===== src/rtl/polar_hyb_pkg.sv =====
`timescale 1ns/1ps
package polar_hyb_pkg;

  typedef enum logic [2:0] {
    ST_IDLE,
    ST_STAGE_CALC,
    ST_LOAD,
    ST_WAIT,
    ST_CAPTURE,
    ST_PSUM_UPDATE,
    ST_DONE
  } hyb_state_e;

endpackage


===== src/rtl/polar_fg_unit.sv =====
`timescale 1ns/1ps
// One node of the decoding trellis: min-sum check update or saturating
// bit update, chosen by use_g.
module polar_fg_unit #(
  parameter int W = 6
) (
  input  logic [W-1:0] a,
  input  logic [W-1:0] b,
  input  logic         psum,
  input  logic         use_g,
  output logic [W-1:0] y
);

  localparam int MAXV = 2 ** (W - 1) - 1;
  localparam logic signed [W:0] HI = (W + 1)'(MAXV);
  localparam logic signed [W:0] LO = -HI;

  logic [W-1:0] mag_a, mag_b, mag_min, f_val, g_val;
  logic signed [W:0] ax, bx, addend, sum;

  always_comb begin
    mag_a   = a[W-1] ? (~a + 1'b1) : a;
    mag_b   = b[W-1] ? (~b + 1'b1) : b;
    mag_min = (mag_a < mag_b) ? mag_a : mag_b;
    f_val   = (a[W-1] ^ b[W-1]) ? (~mag_min + 1'b1) : mag_min;

    ax     = $signed({a[W-1], a});
    bx     = $signed({b[W-1], b});
    addend = psum ? -ax : ax;
    sum    = bx + addend;
    if (sum > HI)      g_val = HI[W-1:0];
    else if (sum < LO) g_val = LO[W-1:0];
    else               g_val = sum[W-1:0];

    y = use_g ? g_val : f_val;
  end

endmodule


===== src/rtl/polar_encoder.sv =====
`timescale 1ns/1ps
// Polar transform in natural order: x[j] is the XOR of u[k] over all k
// whose set bits include those of j.
module polar_encoder #(
  parameter int LEN = 2
) (
  input  logic [LEN-1:0] u,
  output logic [LEN-1:0] x
);

  always_comb begin
    for (int j = 0; j < LEN; j++) begin
      x[j] = 1'b0;
      for (int k = 0; k < LEN; k++) begin
        if ((k & j) == j) x[j] = x[j] ^ u[k];
      end
    end
  end

endmodule


===== src/rtl/polar_comb_dec.sv =====
`timescale 1ns/1ps
// Purely combinational SC decoder for one component, built by recursion
// on the length; the information mask selects the code.
module polar_comb_dec #(
  parameter int W   = 6,
  parameter int LEN = 4
) (
  input  logic [LEN*W-1:0] llr,
  input  logic [LEN-1:0]   info,
  output logic [LEN-1:0]   u
);

  localparam int HALF = LEN / 2;

  generate
    if (LEN == 2) begin : g_leaf
      logic [W-1:0] f_llr, g_llr;
      logic         u0, u1;

      polar_fg_unit #(.W(W)) u_f (
        .a(llr[0 +: W]), .b(llr[W +: W]), .psum(1'b0), .use_g(1'b0), .y(f_llr)
      );
      assign u0 = info[0] & f_llr[W-1];

      polar_fg_unit #(.W(W)) u_g (
        .a(llr[0 +: W]), .b(llr[W +: W]), .psum(u0), .use_g(1'b1), .y(g_llr)
      );
      assign u1 = info[1] & g_llr[W-1];

      assign u = {u1, u0};
    end else begin : g_node
      logic [HALF*W-1:0] f_vec, g_vec;
      logic [HALF-1:0]   u_lo, u_hi, part;

      for (genvar j = 0; j < HALF; j++) begin : g_pair
        polar_fg_unit #(.W(W)) u_f (
          .a(llr[(2*j)*W +: W]), .b(llr[(2*j+1)*W +: W]),
          .psum(1'b0), .use_g(1'b0), .y(f_vec[j*W +: W])
        );
        polar_fg_unit #(.W(W)) u_g (
          .a(llr[(2*j)*W +: W]), .b(llr[(2*j+1)*W +: W]),
          .psum(part[j]), .use_g(1'b1), .y(g_vec[j*W +: W])
        );
      end

      polar_comb_dec #(.W(W), .LEN(HALF)) u_lo_dec (
        .llr(f_vec), .info(info[HALF-1:0]), .u(u_lo)
      );

      polar_encoder #(.LEN(HALF)) u_enc (
        .u(u_lo), .x(part)
      );

      polar_comb_dec #(.W(W), .LEN(HALF)) u_hi_dec (
        .llr(g_vec), .info(info[LEN-1:HALF]), .u(u_hi)
      );

      assign u = {u_hi, u_lo};
    end
  endgenerate

endmodule


===== src/rtl/polar_hybrid_dec.sv =====
`timescale 1ns/1ps
module polar_hybrid_dec
  import polar_hyb_pkg::*;
#(
  parameter int BLK_LEN    = 8,
  parameter int COMP_LEN   = 4,
  parameter int LLR_W      = 6,
  parameter int SETTLE_CYC = 2
) (
  input  logic                     clk,
  input  logic                     rst_n,
  input  logic                     in_valid,
  output logic                     in_ready,
  input  logic [BLK_LEN*LLR_W-1:0] in_llr,
  input  logic [BLK_LEN-1:0]       in_frozen,
  output logic                     done,
  output logic [BLK_LEN-1:0]       dec_bits
);

  localparam int NUM_COMP  = BLK_LEN / COMP_LEN;
  localparam int UP_STAGES = $clog2(NUM_COMP);
  localparam int LOG_BLK   = $clog2(BLK_LEN);
  localparam int HALF_BLK  = BLK_LEN / 2;
  localparam int CI_W      = (UP_STAGES > 0) ? UP_STAGES : 1;
  localparam int STG_W     = (UP_STAGES > 1) ? $clog2(UP_STAGES) : 1;
  localparam int WC_W      = (SETTLE_CYC > 1) ? $clog2(SETTLE_CYC) : 1;
  localparam logic [LLR_W-1:0] MOST_NEG = {1'b1, {(LLR_W-1){1'b0}}};
  localparam logic [LLR_W-1:0] NEG_MAX  = MOST_NEG + 1'b1;

  hyb_state_e state_q;

  logic [LLR_W-1:0]      ch_q    [BLK_LEN];
  logic [LLR_W-1:0]      work_q  [HALF_BLK];
  logic [HALF_BLK-1:0]   psum_q  [UP_STAGES];
  logic [HALF_BLK-1:0]   psum_n  [UP_STAGES];
  logic [BLK_LEN-1:0]    info_q;
  logic [BLK_LEN-1:0]    uhat_q;
  logic [CI_W-1:0]       ci_q, nxt_ci;
  logic [STG_W-1:0]      stg_q;
  logic [WC_W-1:0]       wcnt_q;
  logic [COMP_LEN*LLR_W-1:0] cd_llr_q;
  logic [COMP_LEN-1:0]   cd_info_q;
  logic [COMP_LEN-1:0]   cd_u;
  logic [COMP_LEN-1:0]   info_slice;

  logic [LLR_W-1:0]      src     [BLK_LEN];
  logic [LLR_W-1:0]      stage_y [HALF_BLK];
  logic [HALF_BLK-1:0]   psel;
  logic                  cur_bit;
  logic                  accept;

  assign in_ready = (state_q == ST_IDLE) || (state_q == ST_DONE);
  assign done     = (state_q == ST_DONE);
  assign dec_bits = uhat_q;
  assign accept   = in_valid && in_ready;
  assign nxt_ci   = ci_q + 1'b1;

  // Source vector of the current upper stage: channel values at the top,
  // the previous stage's output below.
  always_comb begin
    for (int k = 0; k < HALF_BLK; k++)
      src[k] = (stg_q == '0) ? ch_q[k] : work_q[k];
    for (int k = HALF_BLK; k < BLK_LEN; k++)
      src[k] = (stg_q == '0) ? ch_q[k] : '0;
  end

  // Branch bit and partial sums for the stage being computed.
  always_comb begin
    cur_bit = 1'b0;
    psel    = '0;
    for (int d = 0; d < UP_STAGES; d++) begin
      if (stg_q == STG_W'(d)) begin
        cur_bit = ci_q[UP_STAGES-1-d];
        psel    = psum_q[d];
      end
    end
  end

  for (genvar j = 0; j < HALF_BLK; j++) begin : g_up
    polar_fg_unit #(.W(LLR_W)) u_fg (
      .a(src[2*j]), .b(src[2*j+1]), .psum(psel[j]), .use_g(cur_bit),
      .y(stage_y[j])
    );
  end

  // Partial sums of every upper stage for the next component: the polar
  // transform of the left sibling's decisions at that stage.
  always_comb begin
    int base;
    int len;
    logic acc;
    logic [LOG_BLK-1:0] pos;
    for (int d = 0; d < UP_STAGES; d++) begin
      len  = BLK_LEN >> (d + 1);
      base = int'(nxt_ci >> (UP_STAGES - d)) << (LOG_BLK - d);
      for (int j = 0; j < HALF_BLK; j++) begin
        acc = 1'b0;
        for (int k = 0; k < HALF_BLK; k++) begin
          if (j < len && k < len && ((k & j) == j)) begin
            pos = LOG_BLK'(base + k);
            acc = acc ^ uhat_q[pos];
          end
        end
        psum_n[d][j] = acc;
      end
    end
  end

  always_comb begin
    info_slice = '0;
    for (int c = 0; c < NUM_COMP; c++)
      if (ci_q == CI_W'(c)) info_slice = info_q[c*COMP_LEN +: COMP_LEN];
  end

  polar_comb_dec #(.W(LLR_W), .LEN(COMP_LEN)) u_cdec (
    .llr(cd_llr_q), .info(cd_info_q), .u(cd_u)
  );

  always_ff @(posedge clk) begin
    if (!rst_n) begin
      state_q   <= ST_IDLE;
      info_q    <= '0;
      uhat_q    <= '0;
      ci_q      <= '0;
      stg_q     <= '0;
      wcnt_q    <= '0;
      cd_llr_q  <= '0;
      cd_info_q <= '0;
      for (int k = 0; k < BLK_LEN; k++)   ch_q[k]   <= '0;
      for (int k = 0; k < HALF_BLK; k++)  work_q[k] <= '0;
      for (int d = 0; d < UP_STAGES; d++) psum_q[d] <= '0;
    end else begin
      case (state_q)
        ST_IDLE, ST_DONE: begin
          if (accept) begin
            for (int k = 0; k < BLK_LEN; k++) begin
              ch_q[k] <= (in_llr[k*LLR_W +: LLR_W] == MOST_NEG) ?
                         NEG_MAX : in_llr[k*LLR_W +: LLR_W];
            end
            info_q  <= in_frozen;
            ci_q    <= '0;
            stg_q   <= '0;
            state_q <= ST_STAGE_CALC;
          end else begin
            state_q <= ST_IDLE;
          end
        end
        ST_STAGE_CALC: begin
          for (int j = 0; j < HALF_BLK; j++) work_q[j] <= stage_y[j];
          if (stg_q == STG_W'(UP_STAGES - 1)) begin
            stg_q   <= '0;
            state_q <= ST_LOAD;
          end else begin
            stg_q <= stg_q + 1'b1;
          end
        end
        ST_LOAD: begin
          for (int k = 0; k < COMP_LEN; k++) cd_llr_q[k*LLR_W +: LLR_W] <= work_q[k];
          cd_info_q <= info_slice;
          wcnt_q    <= '0;
          state_q   <= ST_WAIT;
        end
        ST_WAIT: begin
          if (wcnt_q == WC_W'(SETTLE_CYC - 1)) state_q <= ST_CAPTURE;
          else                                 wcnt_q  <= wcnt_q + 1'b1;
        end
        ST_CAPTURE: begin
          for (int c = 0; c < NUM_COMP; c++)
            if (ci_q == CI_W'(c)) uhat_q[c*COMP_LEN +: COMP_LEN] <= cd_u;
          state_q <= ST_PSUM_UPDATE;
        end
        ST_PSUM_UPDATE: begin
          if (ci_q == CI_W'(NUM_COMP - 1)) begin
            state_q <= ST_DONE;
          end else begin
            ci_q <= nxt_ci;
            for (int d = 0; d < UP_STAGES; d++) psum_q[d] <= psum_n[d];
            stg_q   <= '0;
            state_q <= ST_STAGE_CALC;
          end
        end
        default: state_q <= ST_IDLE;
      endcase
    end
  end

endmodule


===== config.mk =====
export PLATFORM = sky130hd
export DESIGN_NAME = polar_hybrid_dec
export DESIGN_NICKNAME = d
export VERILOG_FILES = /design/src/rtl/polar_hyb_pkg.sv /design/src/rtl/polar_fg_unit.sv /design/src/rtl/polar_encoder.sv /design/src/rtl/polar_comb_dec.sv /design/src/rtl/polar_hybrid_dec.sv
export SDC_FILE = /design/constraint.sdc
export NUM_CORES = 1
export LEC_CHECK = 0
export BUFFER_PORTS_ARGS = -buffer_cell sky130_fd_sc_hd__buf_2
export CORE_ASPECT_RATIO = 1.1
export CORE_MARGIN = 4
export CORE_UTILIZATION = 30
export CTS_CLUSTER_DIAMETER = 120
export CTS_CLUSTER_SIZE = 28
export DETAILED_ROUTE_END_ITERATION = 8
export GPL_ROUTABILITY_DRIVEN = 0
export PLACE_DENSITY = 0.56
export SETUP_SLACK_MARGIN = 0.15
export SLEW_MARGIN = 10
export SYNTH_ARGS = -nofsm -noshare
export SYNTH_HDL_FRONTEND = slang
export SYNTH_SLANG_ARGS = --single-unit

===== constraint.sdc =====
create_clock -name clk -period 18.78 [get_ports clk]
set_clock_uncertainty 0.15 [all_clocks]
set_input_delay 3.756 -clock clk [delete_from_list [all_inputs] [get_ports clk]]
set_output_delay 3.756 -clock clk [all_outputs]
set_load 0.05 [all_outputs]

# ---- After elaboration in Yosys (flattened, before gate mapping)
# Memory sizes are Yosys's and may differ from the RTL's.
# Index checks and enable logic that the tools add are counted.
dict set report totals {
  register_bits 50
  latchBits 0
  ramBits 76
  rom_bits 0
  input_bits 59
  elab_cells 284
  memories 3
}
# memory depth word_bits rd rd_ports_with_merged_regs write_ports line_no
set mem_list {}
lappend mem_list {ch_q 8 6 8 0 8 polar_hybrid_dec.sv:32} ;# logic [LLR_W-1:0] ch_q [BLK_LEN];
lappend mem_list {work_q 4 6 4 0 4 polar_hybrid_dec.sv:33} ;# logic [LLR_W-1:0] work_q [HALF_BLK];
lappend mem_list {psum_q 1 4 1 0 1 polar_hybrid_dec.sv:34} ;# logic [HALF_BLK-1:0] psum_q [UP_STAGES];
dict set report classes {
  n_addsub 43
  n_mul 0
  div 0
  n_lt_le_gt_ge 24
  eq_ne 18
  shift 0
  n_mux 118
  bitwise_logic 55
  n_reduce_logical 14
}
# operator count
set op_table {}
lappend op_table {{two-way mux 6 bit} 80}
lappend op_table {{adder 6 x 1 -> 6 bit, second input constant} 24}
lappend op_table {{NOT 6 bit} 24}
lappend op_table {{adder 6 x 7 -> 7 bit} 8}
lappend op_table {{> comparator 7 x 6 -> 1 bit, second input constant} 8}
lappend op_table {{less-than comparator 7 x 6 -> 1 bit, second input constant} 8}
lappend op_table {{two-way mux 7 bit} 8}
lappend op_table {{negator 6 -> 7 bit} 8}
lappend op_table {{equality test 6 bit, second input constant} 8}
lappend op_table {{less-than comparator 6 bit} 8}
lappend op_table {{two-way mux 1 bit} 20}
lappend op_table {{case mux 3 bit (6 select lines)} 1}
lappend op_table {{bitwise XOR 1 bit} 14}
lappend op_table {{two-way mux 4 bit} 3}
lappend op_table {{OR 1 bit} 12}
lappend op_table {{AND reduction 2 bit} 5}
lappend op_table {{equality test 3 bit, second input constant} 3}
lappend op_table {{two-way mux 3 bit} 3}
lappend op_table {{!= test 2 bit, second input constant} 4}
lappend op_table {{equality test 3 x 2 -> 1 bit, second input constant} 2}
lappend op_table {{bitwise AND 1 bit} 4}
lappend op_table {{case mux 1 bit (2 select lines)} 2}
lappend op_table {{nonzero test 2 bit} 2}
lappend op_table {{OR reduction 4 bit} 1}
lappend op_table {{other kinds (10)} 12}

# ---- Depth between registers and ports, before layout
dict set report logic_depth {
  word_depth 44
  ltp_mapped 87
  depth_no_buf 85
}

# ---- Modules after synthesis
# A second synthesis with hierarchy kept.
dict set report unflattened {
  hier_cells 2246
  hier_area_um2 18629.1
}
# module n_inst cells_per_inst area_per_inst_um2 seq_area_each_um2
set by_module_without_submodules {}
lappend by_module_without_submodules {polar_fg_unit 12 153 1133.6 0.0}
lappend by_module_without_submodules {polar_hybrid_dec 1 394 4932.2 3263.1}
lappend by_module_without_submodules {{polar_comb_dec at u_cdec.g_node.u_hi_dec ...} 2 6 35.0 0.0}
lappend by_module_without_submodules {polar_encoder 1 2 16.3 0.0}
lappend by_module_without_submodules {{polar_comb_dec at u_cdec} 1 2 7.5 0.0}

# ---- Worst setup path before layout
# No wires, ideal clock.
dict set report synth_timing {
  kind {reg2reg}
  startpoint {reg cd_llr_q[12] (read register of work_q)}
  endpoint {reg uhat_q[3], in the netlist dec_bits[3]}
  setup_ns 0.129
  arrival_ns 15.087
  slack_ns 3.413
  path_stages_with_launch 87
  path_buffers 2
  synth_period_minus_slack_ns 15.367
  path_cell_list {dfxtp_1 inv_1 ha_1 mux2i_1 inv_1 ha_1 nor2b_1 o211ai_1 nand3_2 a311oi_4 mux2_2 ha_1 a31oi_1 xnor2_1 nand2_1 o21ai_0 inv_1 nand2_1 (+51 left out) nor3b_1 and4_1 nor3_1 mux2i_1 a31oi_4 xnor2_2 and2_4 o21ai_1 fa_1 a21oi_1 nor2b_1 o21ai_0 nand2b_1 a21oi_1 xnor2_1 nor3_1 o21ai_0 o211ai_1}
}
dict set report synth_between {
  elab_chain_len 44
}
# item line_no
set synth_lines {}
lappend synth_lines {{start, declared} polar_hybrid_dec.sv:41} ;# logic [COMP_LEN*LLR_W-1:0] cd_llr_q;
lappend synth_lines {{NOT 6 bit} --}
lappend synth_lines {{adder 6 x 1 -> 6 bit} polar_fg_unit.sv:22} ;# mag_a = a[W-1] ? (~a + 1'b1) : a;
lappend synth_lines {{two-way mux 6 bit} polar_fg_unit.sv:22}
lappend synth_lines {{less-than comparator 6 bit} polar_fg_unit.sv:24} ;# mag_min = (mag_a < mag_b) ? mag_a : mag_b;
lappend synth_lines {{two-way mux 6 bit} polar_fg_unit.sv:24}
lappend synth_lines {{NOT 6 bit} polar_fg_unit.sv:25} ;# f_val = (a[W-1] ^ b[W-1]) ? (~mag_min + 1'b1) : mag_min;
lappend synth_lines {{adder 6 x 1 -> 6 bit} polar_fg_unit.sv:25}
lappend synth_lines {{two-way mux 6 bit} polar_fg_unit.sv:25}
lappend synth_lines {{(+28 left out)} --}
lappend synth_lines {{two-way mux 6 bit} polar_fg_unit.sv:25}
lappend synth_lines {{bitwise AND 1 bit} polar_comb_dec.sv:23} ;# assign u0 = info[0] & f_llr[W-1];
lappend synth_lines {{two-way mux 7 bit} polar_fg_unit.sv:29} ;# addend = psum ? -ax : ax;
lappend synth_lines {{adder 6 x 7 -> 7 bit *} polar_fg_unit.sv:30} ;# sum = bx + addend;
lappend synth_lines {{less-than comparator 7 x 6 -> 1 bit} polar_fg_unit.sv:32} ;# else if (sum < LO) g_val = LO[W-1:0];
lappend synth_lines {{two-way mux 6 bit} polar_fg_unit.sv:32}
lappend synth_lines {{two-way mux 6 bit *} polar_fg_unit.sv:31} ;# if (sum > HI) g_val = HI[W-1:0];
lappend synth_lines {{bitwise AND 1 bit *} polar_comb_dec.sv:28} ;# assign u1 = info[1] & g_llr[W-1];
lappend synth_lines {{end signal, assigned by index} polar_hybrid_dec.sv:169} ;# if (ci_q == CI_W'(c)) uhat_q[c*COMP_LEN +: COMP_LEN] <= cd_u;
lappend synth_lines {{end, declared} polar_hybrid_dec.sv:37} ;# logic [BLK_LEN-1:0] uhat_q;
# Mark *: on every way between the ends. The rest lies on a longest branch, timed or not.
# A chain may end at the register's enable or synchronous reset.

# ---- Worst setup path after layout
dict set report layout_timing {
  startpoint {reg cd_llr_q[19] (read register of work_q)}
  endpoint {reg uhat_q[3], in the netlist dec_bits[3]}
}
dict set report layout_between {
  elab_chain_len 44
}
# item line_no
set layout_lines {}
lappend layout_lines {{NOT 6 bit} polar_fg_unit.sv:23} ;# mag_b = b[W-1] ? (~b + 1'b1) : b;
lappend layout_lines {{adder 6 x 1 -> 6 bit} polar_fg_unit.sv:23}
lappend layout_lines {{two-way mux 6 bit} polar_fg_unit.sv:23}
lappend layout_lines {{less-than comparator 6 bit} polar_fg_unit.sv:24}
lappend layout_lines {{two-way mux 6 bit} polar_fg_unit.sv:24}
lappend layout_lines {{NOT 6 bit} polar_fg_unit.sv:25}
lappend layout_lines {{adder 6 x 1 -> 6 bit} polar_fg_unit.sv:25}
lappend layout_lines {{two-way mux 6 bit} polar_fg_unit.sv:25}
lappend layout_lines {{(+28 left out)} --}
lappend layout_lines {{two-way mux 6 bit} polar_fg_unit.sv:25}
lappend layout_lines {{bitwise AND 1 bit} polar_comb_dec.sv:23}
lappend layout_lines {{two-way mux 7 bit} polar_fg_unit.sv:29}
lappend layout_lines {{adder 6 x 7 -> 7 bit *} polar_fg_unit.sv:30}
lappend layout_lines {{less-than comparator 7 x 6 -> 1 bit} polar_fg_unit.sv:32}
lappend layout_lines {{two-way mux 6 bit} polar_fg_unit.sv:32}
lappend layout_lines {{two-way mux 6 bit *} polar_fg_unit.sv:31}
lappend layout_lines {{bitwise AND 1 bit *} polar_comb_dec.sv:28}
# Marked as above.

==> metrics <==
worst-margin pin slew=1.14 ns; Post-synth top flop=edfxtp_1; R2R Setup Slk=between 1.5 and 2 ns; routed vias=a little over 10k; Routed Antenna Nets=0; power per cell area=156 nW/um2; DP Worst Slack=1.41 ns; Hold Vio Cnt, Final=0; Die H=220 um; Final Max Slew Viols=0; site row count=between 70 and 80; status=completed; Post-DP Area=13100 um2; Post-Syn Area=12300 um2; # clock sinks=125; H-tree depth=4; initial core utilization=0.304; fin crit share=0.899; Synth area leaders=edfxtp_1 (19%), ha_1 (13%), dfxtp_1 (8.0%); relative slew slack=0.241; Fin Hold WS=0.320 ns; # fillers=4159; Critical Path Source=cd_llr_q[19]; final setup fails=0; CP Class=reg2reg; Seq cells post-synth=around 130; cell mode on critical path=a21oi_1; fin util=0.341; Port Buffers=68; ant diodes=0; EDFF count, synth=76; crit path time final=approximately 17 ns; RSZ-0062 raised after global routing=no; Unique masters post-synth=90; crit path to=dec_bits[3]; worst r2r dst=dec_bits[3]; Wirelength per Cell=14.1 um; Clock Latency Late Sink=approximately 0.43 ns; total power=around 2.1 mW; DRC viols=0; Lkg Pwr=~6 nW; Die W=201 um; initial antenna violation count=0; commonest non-fill, non-tap cell in the layout=nand2_1; Max IR drop VDD=~0.1 mV; Worst path max stage delay=about 0.56 ns; MaxCap Viol Count=0; total CTS buffers=17; critical path endpoint category=flop; CTS tree=done; Clock Tree Buf Depth=2; placed insts=1997; DR pass1 iterations=6; total wire length=approximately 29 mm; largest area contributor in the netlist=edfxtp_1; hold-fix buffers at CTS=0; GRT Overall Usage=0.129; Async SR Flop Fraction=0; Finished Layout Cells=2030; fmax=59.2 MHz; path category of the worst min-delay check=reg2reg; Syn Area/Cell=8.35 um2; Startpoint Class=flop; Final nets=between 1.5k and 2k; Congestion Overflow GR=0; Iteration-0 DRC Markers=about 490; core box area=40400 um2; worst setup margin=~1.9 ns; worst r2r path cells=81; sequential area share after synthesis=0.265; syn_nets=1662; # IOs=69; Clock transition at path regs=0.06 ns; layout cells sized above 1=0.102; largest net degree at the start of global routing=52; top-area cell type share of the netlist area=0.186; most frequent cells in the layout=nand2_1 (150), nor2_1 (129), ha_1 (123); required time worst endpoint=18.93 ns; synthesized instance count=1472; post-DP HPWL=23.1 mm; Area Growth Syn to Fin=11.9%; post-route cell area=approximately 14000 um2; final setup TNS=0 ns; Max FO, Critical Path=13; Crit-path slowest cell=o21ai_0; first-pass GRT wire length=47.9 mm; Arrival @ worst endpoint=17.04 ns; number of global-route vias before repair=~10k; Clk Tree Root Cell=clkbuf_16; die footprint=44300 um2; worst r2r src=cd_llr_q[19]; vias per cell=5.04; synth warn=0
flip-flops by register name, indices dropped and copies added, names as in the netlist:
signal and flops:
cd_info_q 4, cd_llr_q 24, ch_q 48, ci_q 1, dec_bits 8, info_q 8
psum_q 4, state_q 3, wcnt_q 1, work_q 24
synth_stat cells (37+ instances only):
library cell	count
xnor2_1	82
dfxtp_1	49
mux2i_1	54
nand2_1	151
o21ai_0	82
nor2_1	129
nor2b_1	46
edfxtp_1	76
ha_1	123
inv_1	81
xor2_1	59
and3_1	37
clkbuf_1	56
a21oi_1	84
cell type report:
type / count / area, um2 / area share
Sequential cell: 125 / 3260 / 0.237
Timing Repair Buffer: 75 / 393 / 0.0286
Multi-Input combinational cell: 1202 / 8480 / 0.617
Inverter: 83 / 312 / 0.0226
Clock inverter: 6 / 47.5 / 0.00346
Tap cell: 513 / 642 / 0.0467
Clock buffer: 26 / 618 / 0.0449
worst max-delay path: cells and delay by family, from the launching register on:
family,cells,cell delay [ns]
AO/OA/AOI/OAI,32,5.84
AND/OR/NAND/NOR,25,4.34
adder cells (fa/ha/maj),9,2.81
XOR/XNOR,8,1.69
multiplexers,3,0.94
buffers and inverters,4,0.52
flip-flops,1,0.48
worst min path at each step:
stage | start | end | slack [ns] | depth (start not counted)
floorplan | wcnt_q | wcnt_q | 0.31 | 2
global placement | dec_bits[6] | dec_bits[6] | 0.31 | 2
detailed placement | dec_bits[6] | dec_bits[6] | 0.32 | 2
CTS | dec_bits[6] | dec_bits[6] | 0.33 | 2
global route | dec_bits[7] | dec_bits[7] | 0.37 | 2
finish | dec_bits[6] | dec_bits[6] | 0.32 | 2
kinds of logic after synthesis:
group	Yosys count	synth area share
adder cells (fa/ha/maj)	132	0.139
multiplexers	57	0.0467
other	1	0.000305
buffers and inverters	145	0.0462
AO/OA/AOI/OAI	319	0.172
flip-flops	125	0.265
XOR/XNOR	144	0.104
AND/OR/NAND/NOR	549	0.225
layer usage:
| metal | wire, um | share of wire | GRT usage |
|---|---|---|---|
| met1 | 13300 | 0.46 | 0.158 |
| met2 | 13900 | 0.49 | 0.231 |
| met3 | 642 | 0.022 | 0.0160 |
| met4 | 781 | 0.027 | 0.0548 |
| met5 | 0 | 0 | 0 |
power breakdown:
part,switching [mW],total (mW),internal [mW]
Sequential,0.0726,0.433,0.360
Combinational,0.791,1.36,0.566
Clock,0.127,0.356,0.229
timing repair:
| action | 4_1_cts | 5_1_grt |
|---|---|---|
| resized for setup | 0 | 4 |
| endpoints found under the hold margin | 0 | 0 |
| buffers inserted | 0 | 1 |
| endpoints found under the setup margin | 0 | 2 |
(Power assumes the default switching activity.)
